### src/rtl/clkpm_pkg.sv
package clkpm_pkg;
  localparam int NUM_OUT = 6;
  localparam int NUM_PLL = 3;
  localparam int NUM_XP  = 4;
  localparam int SRC_W   = 2;
  localparam int OUT_E   = 4;

  typedef enum logic [SRC_W-1:0] {
    SRC_REF  = 2'd0,
    SRC_PLL1 = 2'd1,
    SRC_PLL2 = 2'd2,
    SRC_PLL3 = 2'd3
  } src_e;

  function automatic logic src_is_off(src_e s, logic [NUM_PLL-1:0] off);
    case (s)
      SRC_PLL1: return off[0];
      SRC_PLL2: return off[1];
      SRC_PLL3: return off[2];
      default:  return 1'b0;
    endcase
  endfunction
endpackage

### src/rtl/pm_sync.sv
module pm_sync #(
  parameter int W = 1,
  parameter logic [W-1:0] RST_VAL = '0
) (
  input  logic         clk,
  input  logic         rst_n,
  input  logic [W-1:0] d_in,
  output logic [W-1:0] d_out
);
  logic [W-1:0] stage1;

  always_ff @(posedge clk or negedge rst_n) begin
    if (!rst_n) begin
      stage1 <= RST_VAL;
      d_out  <= RST_VAL;
    end else begin
      stage1 <= d_in;
      d_out  <= stage1;
    end
  end
endmodule

### src/rtl/pm_lock_timer.sv
module pm_lock_timer #(
  parameter int CW = 16
) (
  input  logic          clk,
  input  logic          rst_n,
  input  logic          pd,
  input  logic [CW-1:0] wait_cfg,
  output logic          waiting
);
  logic [CW-1:0] cnt;

  always_ff @(posedge clk or negedge rst_n) begin
    if (!rst_n)          cnt <= '0;
    else if (pd)         cnt <= wait_cfg;
    else if (cnt != '0)  cnt <= cnt - 1'b1;
  end

  assign waiting = !pd && (cnt != '0);

  AST_WAIT_STARTS: assert property (@(posedge clk) disable iff (!rst_n)
    ($fell(pd) && ($past(wait_cfg) != '0)) |-> waiting);
  AST_WAIT_ENDS: assert property (@(posedge clk) disable iff (!rst_n)
    (waiting && !pd) |=> (pd || waiting || $past(cnt) == 1));
endmodule

### src/rtl/pm_out_gate.sv
module pm_out_gate
  import clkpm_pkg::*;
(
  input  logic                      clk,
  input  logic                      rst_n,
  input  logic                      oe_on,
  input  logic [NUM_OUT-1:0]        out_sus,
  input  logic [NUM_PLL-1:0]        pll_off,
  input  logic [NUM_XP*SRC_W-1:0]   route_sel,
  output logic [NUM_OUT-1:0]        out_en
);
  for (genvar j = 0; j < NUM_OUT; j++) begin : g_out
    src_e src;
    logic blocked;
    if (j < NUM_XP) begin : g_xp
      assign src = src_e'(route_sel[j*SRC_W +: SRC_W]);
    end else if (j == OUT_E) begin : g_e
      assign src = SRC_PLL1;
    end else begin : g_ref
      assign src = SRC_REF;
    end
    assign blocked   = src_is_off(src, pll_off);
    assign out_en[j] = oe_on && !out_sus[j] && !blocked;

    AST_DEP_PLL1_OFF: assert property (@(posedge clk) disable iff (!rst_n)
      (src == SRC_PLL1 && pll_off[0]) |-> !out_en[j]);
    AST_SUS_OUT_OFF: assert property (@(posedge clk) disable iff (!rst_n)
      out_sus[j] |-> !out_en[j]);
  end
endmodule

### src/rtl/clk_pwr_ctrl.sv
module clk_pwr_ctrl
  import clkpm_pkg::*;
#(
  parameter int LOCK_W = 16
) (
  input  logic                     clk,
  input  logic                     rst_n,
  input  logic                     oe_pin,
  input  logic                     sus_pin,
  input  logic                     cfg_shdn_en,
  input  logic                     cfg_sus_en,
  input  logic [NUM_OUT-1:0]       cfg_sus_out,
  input  logic [NUM_PLL-1:0]       cfg_sus_pll,
  input  logic [NUM_XP*SRC_W-1:0]  route_sel,
  input  logic [LOCK_W-1:0]        cfg_lock_wait,
  output logic [NUM_OUT-1:0]       out_en,
  output logic [NUM_PLL-1:0]       pll_pd,
  output logic                     cnt_pd,
  output logic                     osc_pd,
  output logic                     relock_pending,
  output logic                     fsel2
);
  logic oe_s, sus_s;
  logic shutdown, sus_act;
  logic [NUM_PLL-1:0] pll_wait;
  logic [NUM_OUT-1:0] out_sus;

  pm_sync #(.W(2), .RST_VAL(2'b01)) u_sync (
    .clk   (clk),
    .rst_n (rst_n),
    .d_in  ({oe_pin, sus_pin}),
    .d_out ({oe_s, sus_s})
  );

  assign shutdown = cfg_shdn_en && !oe_s;
  assign sus_act  = cfg_sus_en && !sus_s;
  assign out_sus  = sus_act ? cfg_sus_out : '0;

  for (genvar k = 0; k < NUM_PLL; k++) begin : g_pll
    assign pll_pd[k] = shutdown || (sus_act && cfg_sus_pll[k]);
    pm_lock_timer #(.CW(LOCK_W)) u_lock (
      .clk      (clk),
      .rst_n    (rst_n),
      .pd       (pll_pd[k]),
      .wait_cfg (cfg_lock_wait),
      .waiting  (pll_wait[k])
    );
  end

  pm_out_gate u_gate (
    .clk       (clk),
    .rst_n     (rst_n),
    .oe_on     (oe_s),
    .out_sus   (out_sus),
    .pll_off   (pll_pd | pll_wait),
    .route_sel (route_sel),
    .out_en    (out_en)
  );

  assign cnt_pd         = shutdown;
  assign osc_pd         = shutdown;
  assign relock_pending = |pll_wait;
  assign fsel2          = cfg_sus_en ? 1'b0 : sus_s;

  AST_OE_GATES_ALL: assert property (@(posedge clk) disable iff (!rst_n)
    !$past(oe_pin, 2) |-> (out_en == '0));
  AST_SHDN_ALL_PD: assert property (@(posedge clk) disable iff (!rst_n)
    osc_pd |-> ((&pll_pd) && cnt_pd));
  AST_NO_EARLY_EN: assert property (@(posedge clk) disable iff (!rst_n)
    (out_en != '0) |-> $past(oe_pin, 2));
  AST_SUS_MASKED: assert property (@(posedge clk) disable iff (!rst_n)
    (cfg_sus_en && !$past(sus_pin, 2)) |-> ((out_en & cfg_sus_out) == '0));
  AST_RELOCK_FLAG: assert property (@(posedge clk) disable iff (!rst_n)
    relock_pending |-> !osc_pd);
endmodule

### config.mk
export PLATFORM = sky130hd
export DESIGN_NAME = clk_pwr_ctrl
export DESIGN_NICKNAME = d
export VERILOG_FILES = /design/src/rtl/clkpm_pkg.sv /design/src/rtl/pm_sync.sv /design/src/rtl/pm_lock_timer.sv /design/src/rtl/pm_out_gate.sv /design/src/rtl/clk_pwr_ctrl.sv
export SDC_FILE = /design/constraint.sdc
export NUM_CORES = 1
export LEC_CHECK = 0
export BUFFER_PORTS_ARGS = -buffer_cell sky130_fd_sc_hd__buf_2
export CORE_MARGIN = 4
export CORE_UTILIZATION = 50
export DETAILED_ROUTE_END_ITERATION = 8
export HOLD_SLACK_MARGIN = 0.03
export PLACE_DENSITY = 0.68
export SLEW_MARGIN = 20
export SYNTH_ARGS = -nofsm -noshare
export SYNTH_HDL_FRONTEND = slang
export SYNTH_SLANG_ARGS = --single-unit
### constraint.sdc
create_clock -name clk -period 5.15 [get_ports clk]
set_input_delay 0 -clock clk [delete_from_list [all_inputs] [get_ports clk]]
set_output_delay 0 -clock clk [all_outputs]
set_load 0.1 [all_outputs]
==> run metrics <==
status finished clean; top post-synthesis cells by area dfrtp_1 (40%), nand2_1 (7.3%), xnor2_1 (6.1%); Via density 5.63; All-Layer GR Usage 0.223; routability congestion estimate 0.907; CTS tree built; max-cap violation count 0; CTS Root Cell clkbuf_8; DP HPWL 5.88 mm; Core Util, Final 0.619; Final Hold Vio Count 0; Core ar. 6030 um^2; DR iter-0 viols 189; DR vias 2798; LEAKAGE 1.57 nW; Hold WC Path Type primary input to flop; Setup CP Type flop to output pin; count leader, synth nand2_1; Final Skew 0.0137 ns; WP data required 5.15 ns; DR DRC count 0; Layout area overhead 18.7%; die footprint 7620 um^2; RSZ-0062 raised after global routing no; Worst setup SP type flop; remaining antenna violation count 0; cell area after layout 3730 um^2; area leader, netlist dfrtp_1; pin count of the biggest net entering global routing 53; IO Port Bufs 51; Final Power 1.27 mW; Post-Syn Area 3140 um^2; std cell rows 28; total gr overflow 0; Placement Cell Area 3440 um^2; layout cells sized above 1 0.178; clock sinks 52; CP max FO 4; final period utilization 0.596; Power Density 340 nW/um^2; synthesized area per cell 8.88 um^2; Worst-Margin Slew 0.762 ns; nets@finish 466; Final Non-Filler Cells 497; clock latency on the worst-skew pair 0.31 ns; 1st-pass router iterations 4; htree depth 2; Unique masters post-synth 45; Initial Util 0.521; #FFs+latches synth 52; Max clock buf depth 2; Yosys top cell area share 0.398; I/O Pins 52; top post-synthesis cells by count nand2_1 (61), dfrtp_1 (50), o21ai_0 (28); EDFF count, synth 0; DIE WIDTH 87.3 um; Tmin final 3.07 ns; Routed WL per cell 16.2 um; dpl ws 2.45 ns; Final WS setup 2.08 ns; clk slew on worst S/H paths 0.10 ns; final setup fails 0; post-synthesis sequential area ratio 0.415; Setup TNS 0 ns; Pins Over Slew Limit 0; hold slack 0.0720 ns; number of instances in the placed design 470; initial antenna violation count 0; CTS Buf Count 5; crit path DAT 3.07 ns; Max rail drop VDD 0.230 mV; chip height 87.3 um; Fmax achieved 326 MHz; Setup crit end kind output pin; Syn Inst Count 354; vias in the first global route 2739; top_reg_cell synth dfrtp_1; Net Count, Synth 399; post-CTS setup repair buffer count 0; ANT cells 0; first-pass GRT wire length 13.3 mm; Slew HR 0.492; Ys Warns 0; drt total wl 8.03 mm; async set or reset register ratio after synthesis 1.00
## final timing paths
| check | start | to | slack [ns] | cells after the start |
|---|---|---|---|---|
| min in group asynchronous | rst_n | g_pll[2].u_lock.cnt[11] | 0.33 | 3 |
| min reg2reg | u_sync.stage1[0] | u_sync.d_out[0] | 0.36 | 0 |
| min | cfg_sus_pll[2] | g_pll[2].u_lock.cnt[15] | 0.07 | 3 |
| max in group asynchronous | rst_n | g_pll[1].u_lock.cnt[13] | 4.36 | 3 |
| max | g_pll[0].u_lock.cnt[0] | out_en[0] | 2.08 | 8 |
| max reg2reg | u_sync.d_out[0] | g_pll[0].u_lock.cnt[1] | 2.73 | 5 |
## report_power, final
part | switching, mW | internal [mW]
clock network | 0.143 | 0.110
logic | 0.230 | 0.166
registers | 0.118 | 0.498
total | 0.492 | 0.775
## what timing repair did
item | in CTS | in global routing
endpoints found under the hold margin | 99 | 0
resized for setup | 0 | 0
hold buffers | 19 | 0
## metal layers
metal	wire [um]	track usage
met2	3570	0.345
met5	0	0
met1	3800	0.318
met4	179	0.0739
met3	475	0.0360
## registers in the layout, summed over array words and instances (netlist names)
name              flops
u_sync.stage1         2
u_sync.d_out          2
g_pll.u_lock.cnt     48
## area by class of cell
cell class | count | area, um^2
Fill cell | 515 | 2300
Clock inverter | 2 | 13.8
Sequential cell | 52 | 1300
Timing Repair Buffer | 71 | 453
Clock buffer | 6 | 82.6
Inverter | 13 | 48.8
Tap cell | 75 | 93.8
Multi-Input combinational cell | 278 | 1730
## worst max-delay path: stages (launching register included)
cell	delay [ns]
dfrtp_1	0.39
inv_1	0.12
ha_1	0.15
or4b_1	0.54
nor4_1	0.55
and2_1	0.28
o311ai_0	0.14
a21oi_1	0.15
buf_2	0.44
## cell families (layout without fill, tap and decap cells)
logic type	count (synthesis)	in the layout	share of synthesized area
XOR/XNOR	35	35	0.0976
buffers and inverters	24	92	0.0335
AO/OA/AOI/OAI	71	71	0.138
multiplexers	6	6	0.0191
adder cells (fa/ha/maj)	6	6	0.0239
flip-flops	52	52	0.415
AND/OR/NAND/NOR	160	160	0.273
## placed cells by master (no fill, tap or decap), types with 3 or more instances in the layout
cell,netlist,final
a21oi_1,11,11
a31oi_1,4,4
and3_1,3,3
buf_2,0,51
clkbuf_8,0,6
dfrtp_1,50,50
dlygate4sd3_1,0,19
ha_1,6,6
inv_1,12,12
mux2i_1,6,6
nand2_1,61,61
nand2b_1,4,4
nand3_1,11,11
nand4_1,4,4
nor2_1,20,20
nor2b_1,4,4
nor3_1,16,16
nor4_1,8,8
nor4_4,4,4
o21ai_0,28,28
o21ai_1,6,6
o311ai_0,4,4
o31ai_1,10,10
or3_1,9,9
or4_1,5,5
xnor2_1,22,22
xor2_1,13,13
No activity file was read; power rests on OpenSTA's default activity.
